--- src/rtl/irqf_pkg.sv ---
package irqf_pkg;
  typedef enum logic [1:0] {
    MODE_SLEEP = 2'b00,
    MODE_STBY  = 2'b01,
    MODE_NORM  = 2'b10,
    MODE_RSVD  = 2'b11
  } irqf_mode_e;

  localparam int WORD_W   = 32;
  localparam int SPI_W    = 15;
  localparam int N_CLR    = 9;

  localparam int F_PWR    = 0;
  localparam int F_UV     = 1;
  localparam int F_TSD    = 2;
  localparam int F_ECC    = 3;
  localparam int F_BWAKE  = 4;
  localparam int F_LWAKE  = 5;
  localparam int F_WERR   = 6;
  localparam int F_SIL    = 7;
  localparam int F_DOM    = 8;

  localparam int B_BUSNORM = 16;
  localparam int B_WREQ    = 24;
  localparam int B_BUSERR  = 25;
  localparam int B_VTWD    = 26;
  localparam int B_SPIERR  = 27;
  localparam int B_CORE    = 28;
  localparam int B_GLOBAL  = 31;

  localparam logic [N_CLR-1:0] CLR_RST = 9'h001;
  localparam logic [WORD_W-1:0] RSVD_MASK = 32'h60FE_FE00;
endpackage

--- src/rtl/irqf_mode_track.sv ---
module irqf_mode_track
  import irqf_pkg::*;
(
  input  logic       clk,
  input  logic       rst_n,
  input  logic [1:0] mode_in,
  output logic [1:0] mode_q,
  output logic       pwr_clr,
  output logic       wake_clr
);
  always_ff @(posedge clk or negedge rst_n) begin
    if (!rst_n) mode_q <= MODE_STBY;
    else        mode_q <= mode_in;
  end

  logic into_run_or_sleep;
  assign into_run_or_sleep = (mode_in == MODE_NORM) || (mode_in == MODE_SLEEP);
  assign pwr_clr  = (mode_q == MODE_STBY) && into_run_or_sleep;
  assign wake_clr = (mode_in != mode_q) && into_run_or_sleep;
endmodule

--- src/rtl/irqf_flag_cell.sv ---
module irqf_flag_cell #(
  parameter logic RST_VAL = 1'b0
) (
  input  logic clk,
  input  logic rst_n,
  input  logic ev,
  input  logic blk,
  input  logic sw_clr,
  input  logic auto_clr,
  output logic q
);
  always_ff @(posedge clk or negedge rst_n) begin
    if (!rst_n)                q <= RST_VAL;
    else if (ev && !blk)       q <= 1'b1;
    else if (sw_clr || auto_clr) q <= 1'b0;
  end
endmodule

--- src/rtl/irqf_bus_status.sv ---
module irqf_bus_status (
  input  logic clk,
  input  logic rst_n,
  input  logic in_norm,
  input  logic edge_seen,
  input  logic fault,
  output logic bus_normal
);
  always_ff @(posedge clk or negedge rst_n) begin
    if (!rst_n)                bus_normal <= 1'b0;
    else if (!in_norm || fault) bus_normal <= 1'b0;
    else if (edge_seen)        bus_normal <= 1'b1;
  end
endmodule

--- src/rtl/irqf_summary.sv ---
module irqf_summary
  import irqf_pkg::*;
(
  input  logic [N_CLR-1:0]  flags,
  input  logic              bus_normal,
  input  logic              uv_fltr_low,
  input  logic [SPI_W-1:0]  spi_stat,
  input  logic [SPI_W-1:0]  spi_stat_en,
  input  logic              core_irq_any,
  input  logic [WORD_W-1:0] irq_en,
  output logic [WORD_W-1:0] word,
  output logic              irq_n
);
  logic wreq, buserr, vtwd, spierr, glob;
  logic [WORD_W-1:0] irq_mask;

  always_comb begin
    wreq   = flags[F_BWAKE] | flags[F_LWAKE] | flags[F_WERR];
    buserr = flags[F_SIL] | flags[F_DOM];
    vtwd   = flags[F_UV] | uv_fltr_low | flags[F_TSD] | flags[F_ECC];
    spierr = |(spi_stat & spi_stat_en);
    glob   = vtwd | flags[F_WERR] | buserr | spierr | core_irq_any;

    word = '0;
    word[N_CLR-1:0] = flags;
    word[B_BUSNORM] = bus_normal;
    word[B_WREQ]    = wreq;
    word[B_BUSERR]  = buserr;
    word[B_VTWD]    = vtwd;
    word[B_SPIERR]  = spierr;
    word[B_CORE]    = core_irq_any;
    word[B_GLOBAL]  = glob;

    irq_mask = irq_en;
    irq_mask[B_BUSNORM] = 1'b0;
    irq_n = ~|(word & irq_mask);
  end
endmodule

--- src/rtl/xcvr_irq_flags.sv ---
module xcvr_irq_flags
  import irqf_pkg::*;
(
  input  logic              clk,
  input  logic              rst_n,
  input  logic [1:0]        mode_in,
  input  logic              reg_wr_en,
  input  logic [WORD_W-1:0] reg_wr_data,
  output logic [WORD_W-1:0] reg_rd_data,
  input  logic              ev_uv_sup,
  input  logic              uv_fltr_low,
  input  logic              ev_thermal,
  input  logic              ev_ecc_fatal,
  input  logic              ev_bus_wake,
  input  logic              ev_local_wake,
  input  logic              ev_wake_err,
  input  logic              ev_bus_silent,
  input  logic              ev_bus_stuck_dom,
  input  logic              bus_dom_rec_edge,
  input  logic [SPI_W-1:0]  spi_stat,
  input  logic [SPI_W-1:0]  spi_stat_en,
  input  logic              core_irq_any,
  input  logic [WORD_W-1:0] irq_en,
  output logic              irq_n
);
  logic [1:0]       mode_q;
  logic             pwr_clr, wake_clr, bus_normal;
  logic [N_CLR-1:0] flags, ev_vec, blk_vec, auto_vec, sw_vec;

  irqf_mode_track u_mode (
    .clk(clk), .rst_n(rst_n), .mode_in(mode_in),
    .mode_q(mode_q), .pwr_clr(pwr_clr), .wake_clr(wake_clr)
  );

  always_comb begin
    ev_vec = {ev_bus_stuck_dom, ev_bus_silent, ev_wake_err, ev_local_wake,
              ev_bus_wake, ev_ecc_fatal, ev_thermal, ev_uv_sup, 1'b0};
    blk_vec = '0;
    blk_vec[F_BWAKE] = flags[F_LWAKE];
    blk_vec[F_LWAKE] = flags[F_BWAKE];
    auto_vec = '0;
    auto_vec[F_PWR]   = pwr_clr;
    auto_vec[F_BWAKE] = wake_clr;
    auto_vec[F_LWAKE] = wake_clr;
    sw_vec = reg_wr_en ? reg_wr_data[N_CLR-1:0] : '0;
  end

  for (genvar i = 0; i < N_CLR; i++) begin : g_flag
    irqf_flag_cell #(.RST_VAL(CLR_RST[i])) u_cell (
      .clk(clk), .rst_n(rst_n), .ev(ev_vec[i]), .blk(blk_vec[i]),
      .sw_clr(sw_vec[i]), .auto_clr(auto_vec[i]), .q(flags[i])
    );
  end

  irqf_bus_status u_bus (
    .clk(clk), .rst_n(rst_n), .in_norm(mode_in == MODE_NORM),
    .edge_seen(bus_dom_rec_edge), .fault(ev_bus_silent | ev_bus_stuck_dom),
    .bus_normal(bus_normal)
  );

  irqf_summary u_sum (
    .flags(flags), .bus_normal(bus_normal), .uv_fltr_low(uv_fltr_low),
    .spi_stat(spi_stat), .spi_stat_en(spi_stat_en), .core_irq_any(core_irq_any),
    .irq_en(irq_en), .word(reg_rd_data), .irq_n(irq_n)
  );
endmodule

--- config.mk ---
export PLATFORM = sky130hd
export DESIGN_NAME = xcvr_irq_flags
export DESIGN_NICKNAME = d
export VERILOG_FILES = /design/src/rtl/irqf_pkg.sv /design/src/rtl/irqf_mode_track.sv /design/src/rtl/irqf_flag_cell.sv /design/src/rtl/irqf_bus_status.sv /design/src/rtl/irqf_summary.sv /design/src/rtl/xcvr_irq_flags.sv
export SDC_FILE = /design/constraint.sdc
export NUM_CORES = 1
export LEC_CHECK = 0
export ABC_AREA = 1
export BUFFER_PORTS_ARGS = -buffer_cell sky130_fd_sc_hd__buf_4
export CAP_MARGIN = 20
export CORE_UTILIZATION = 33
export CTS_CLUSTER_DIAMETER = 60
export DETAILED_ROUTE_END_ITERATION = 8
export PLACE_DENSITY = 0.82
export SKIP_CTS_REPAIR_TIMING = 1
export SKIP_LAST_GASP = 1
export SYNTH_ARGS = -nofsm -noshare
export SYNTH_HDL_FRONTEND = slang
export SYNTH_HIERARCHICAL = 1
export SYNTH_SLANG_ARGS = --single-unit
--- constraint.sdc ---
create_clock -name clk -period 1.65 [get_ports clk]
set_clock_uncertainty 0.15 [all_clocks]
set_input_delay 0.0825 -clock clk [delete_from_list [all_inputs] [get_ports clk]]
set_output_delay 0.0825 -clock clk [all_outputs]
set_load 0.1 [all_outputs]
# After elaboration in Yosys (flattened, before gate mapping)
# Cells that the tools add are included.
dict set report totals {
  ff_bits 12
  out_inout_bits 33
}
dict set report classes {
  n_eq_ne 3
  muxes 19
  n_bitwise 13
  n_reduce_logical 25
}
# cell n
set op_table {}
lappend op_table {{32-bit bitwise AND} 1}
lappend op_table {{32-bit OR reduction} 1}
lappend op_table {{1-bit two-way mux} 18}
lappend op_table {{2-bit nonzero test} 9}
lappend op_table {{15-bit bitwise AND} 1}
lappend op_table {{15-bit OR reduction} 1}
lappend op_table {{1-bit bitwise OR} 11}
lappend op_table {{9-bit two-way mux} 1}
lappend op_table {{1-bit logical OR} 5}
lappend op_table {{1-bit logical AND} 4}
lappend op_table {{1-bit logical NOT} 4}
lappend op_table {{2-bit by 1-bit equality test with 1-bit output, second input constant} 1}
lappend op_table {{2-bit equality test, second input constant} 1}
lappend op_table {{2-bit logical NOT} 1}
lappend op_table {{2-bit inequality test} 1}

# Logic depth before layout (Yosys ltp)
dict set report logic_depth {
  depth_word 10
  depth_mapped 8
  ltp_nobuf 8
}

# Cells and area by module
# The synthesis kept the hierarchy.
# module instances cells_per_inst area_each_um2
set modules_own_cells {}
lappend modules_own_cells {irqf_summary 1 102 541.8}
lappend modules_own_cells {{irqf_flag_cell (g_flag[1].u_cell ...)} 8 7 48.8}
lappend modules_own_cells {xcvr_irq_flags 1 25 101.3}
lappend modules_own_cells {irqf_mode_track 1 12 91.3}
lappend modules_own_cells {{irqf_flag_cell (g_flag[0].u_cell)} 1 7 50.0}
lappend modules_own_cells {irqf_bus_status 1 5 40.0}

# Least setup slack after synthesis
# No wires, ideal clock.
dict set report synth_path {
  path_type {reg2out}
  from {register g_flag[7].u_cell.q}
  to {output irq_n}
  t_arrival_ns 2.190
  required_time_ns 1.417
  slack_ns -0.773
  path_stages_with_launch 7
  path_cell_list {dfrtp_1 > or2_4 > a21oi_2 > nand2_1 > nor2_2 > nand2_1 > nor2_1}
}
dict set report synth_via {
  elab_chain_len 7
}
# item line_no
set synth_lines {}
lappend synth_lines {{start, declared} irqf_flag_cell.sv:10} ;# output logic q
lappend synth_lines {{start signal, assigned} irqf_flag_cell.sv:13} ;# if (!rst_n) q <= RST_VAL;
lappend synth_lines {{start signal, assigned} irqf_flag_cell.sv:14} ;# else if (ev && !blk) q <= 1'b1;
lappend synth_lines {{start signal, assigned} irqf_flag_cell.sv:15} ;# else if (sw_clr || auto_clr) q <= 1'b0;
lappend synth_lines {{1-bit bitwise OR *} irqf_summary.sv:19} ;# buserr = flags[F_SIL] | flags[F_DOM];
lappend synth_lines {{named net u_sum.buserr} irqf_summary.sv:14} ;# logic wreq, buserr, vtwd, spierr, glob;
lappend synth_lines {{1-bit bitwise OR (3 in a row)} irqf_summary.sv:22} ;# glob = vtwd | flags[F_WERR] | buserr | spierr | core_irq_any;
lappend synth_lines {{32-bit bitwise AND *} irqf_summary.sv:36} ;# irq_n = ~|(word & irq_mask);
lappend synth_lines {{32-bit OR reduction *} irqf_summary.sv:36}
lappend synth_lines {{1-bit logical NOT *} irqf_summary.sv:36}
lappend synth_lines {{end, declared} xcvr_irq_flags.sv:24} ;# output logic irq_n
# Mark *: on every way through the listed nets, which the timed path passes. The rest lies on a longest branch.

# Worst setup path in the final report
dict set report layout_path {
  from {register g_flag[7].u_cell.q}
  to {output irq_n}
}
dict set report layout_via {
  elab_chain_len 7
}
# item line_no
set layout_lines {}
lappend layout_lines {{1-bit bitwise OR} irqf_summary.sv:19}
lappend layout_lines {{1-bit bitwise OR (3 in a row)} irqf_summary.sv:22}
lappend layout_lines {{32-bit bitwise AND *} irqf_summary.sv:36}
lappend layout_lines {{32-bit OR reduction *} irqf_summary.sv:36}
lappend layout_lines {{1-bit logical NOT *} irqf_summary.sv:36}
# Mark *: on every way between the ends. The rest lies on a longest branch, timed or not.

==> metrics.txt <==
Chip Width=62.7 µm; area leader, netlist=nand2_1; CTS Sinks=12; R2R Setup Slk=0.53 ns; vias per inst=3.85; Initial Util=0.353; Max rail drop VDD=426 µV; Leak Pwr=1.28 nW; area added between synthesis and finish=71.5%; violated checks=negative setup slack; YS warnings=6; worst reg2reg path startpoint=u_mode/mode_q[0]; Worst-path clk slew=0.05 ns; core area=3440 µm²; Seq/Total Area, Yosys=0.249; hold depth=6; Hold Fails Final Rpt=0; HPWL after DPL=2630 µm; MaxCap Viol Count=0; post-route ant nets=0; Crit Path Max Fanout=3; Worst Path Required=1.42 ns; htree depth=1; Synth Instances=207; outcome=complete, but fails checks; Post-synth EDFFs=0; synthesized area=1210 µm²; Hold Slack=0.00786 ns; all-layer global routing usage=0.162; DRT iter0 DRCs=9; count leader, synth=nand2_1; fraction of layout cells with a size suffix above 1=0.373; WP data arrival=1.52 ns; Setup crit end kind=primary output; worst skew pair latency=0.24 ns; full die area=3930 µm²; Reg-to-Reg End=g_flag[5].u_cell/q; Power Density=719 nW/µm²; top post-synthesis cells by area=nand2_1 23%, dfrtp_1 21%, buf_4 20%; RSZ-0062 raised after global routing=true; DRT met1 WL=1160 µm; critical path launch point type=flop; Post-synth top cells=76 x nand2_1, 48 x inv_1, 32 x buf_4; fin worst setup slack=-0.104 ns; Pwr Total=1.50 mW; pin count of the biggest net entering global routing=13; total CTS buffers=3; Yosys reg bits=12; DRT Pass-1 Iters=3; Max Freq=0.570 GHz; Ports=143; Reg2Reg Depth=7; CTS tree=done; Core Rows=21; # diodes=0; antenna violations before repair=0; placed cells=340; hold_sp=reg_wr_data[0]; WL met3=277 µm; Clock Root Buffer=clkbuf_8; Die Ht=62.7 µm; Routed wire per std cell=9.04 µm; Avg Inst Size Synth=5.87 µm²; max-slew violations=0; Clock Tree Buf Depth=2; Top FF cell, synth=dfrtp_1; final setup violation count=2; Tmin final=1.75 ns; Total Wirelength=3250 µm; Hold Path End=g_flag[0].u_cell/q; non-filler cells, final=360; uppermost layer routed=met4; fin crit share=1.06; WL met2=1800 µm; gpl congestion=0.780; input/output buffers=86; Hold WC Path Type=in2reg; Congestion Overflow GR=0; Yosys cell types=20; vias in the first global route=1216; global-route wire length before repair=5050 µm; CP Class=reg2out; DRC viols=0; vias=1386; # nets final=425; post-synth top area share=0.235; fraction of registers with async set/reset=1.00
==> worst max path at each step <==
stage	from	end	slack [ns]	depth (start not counted)
finish	g_flag[7].u_cell/q	irq_n	-0.10	7
detailed placement	g_flag[3].u_cell/q	irq_n	0.06	8
CTS	g_flag[3].u_cell/q	irq_n	-0.21	8
global placement	g_flag[2].u_cell/q	irq_n	0.07	8
global route	g_flag[7].u_cell/q	irq_n	-0.22	7
floorplan	g_flag[8].u_cell/q	irq_n	-0.02	6
==> final cells by class <==
| class | count | area [µm²] |
|---|---|---|
| fill | 346 | 1360 |
| timing repair buffer | 108 | 870 |
| inverter | 49 | 184 |
| multi-input combinational | 141 | 614 |
| clock buffer | 4 | 55.1 |
| tap | 46 | 57.6 |
| sequential | 12 | 303 |
==> sequential cells by signal, summed over array words and instances, names as in the netlist <==
| register | cells |
|---|---|
| u_mode/mode_q | 2 |
| g_flag.u_cell/q | 9 |
| u_bus/bus_normal | 1 |
==> worst max-delay path, stage by stage, from the launching register on <==
cell and delay, ns:
dfrtp_1 0.39, or2_4 0.26, a21oi_2 0.11, nand2_1 0.07, nor2_2 0.08, nand2_1 0.08
nor2_4 0.11, buf_12 0.18
==> routing by layer <==
metal  up-vias  global-route usage
li1        738                   -
met1       584               0.172
met2        62               0.310
met3         2              0.0529
met4         0              0.0262
met5         -                   0
==> cell usage in the layout (no fill, tap or decap), drive strengths merged <==
master / n
or2: 2
nand2: 78
buf: 96
a21oi: 2
clkbuf: 4
inv: 49
conb: 30
o21ai: 1
nor3: 2
nand3: 11
dfrtp: 10
nor2: 15
dfstp: 2
dlygate4sd3: 12
==> logic make-up (layout without fill, tap and decap cells) <==
group	count (synthesis)	count (layout)	share of synthesized area
AO/OA/AOI/OAI	3	3	0.0185
flip-flops	12	12	0.249
other	2	30	0.00618
AND/OR/NAND/NOR	108	108	0.368
buffers and inverters	82	161	0.358
==> per-stage QoR <==
| step | setup TNS, ns | area [µm²] | setup slack [ns] | utilization |
|---|---|---|---|---|
| 4_1_cts | -0.231 | 1890 | -0.209 | 0.549 |
| 2_1_floorplan | -0.0221 | 1340 | -0.0221 | - |
| 5_1_grt | -0.294 | 2080 | -0.216 | 0.605 |
| 3_5_place_dp | 0 | 1830 | 0.0580 | 0.533 |
| 3_3_place_gp | 0 | 1830 | 0.0687 | 0.533 |
| 6_report | -0.132 | 2080 | -0.104 | 0.605 |
==> power by group <==
group / switching [mW] / internal (mW)
clock: 0.110 / 0.211
sequential: 0.0266 / 0.325
combinational: 0.575 / 0.251
Power figures use the tool's default switching activity.
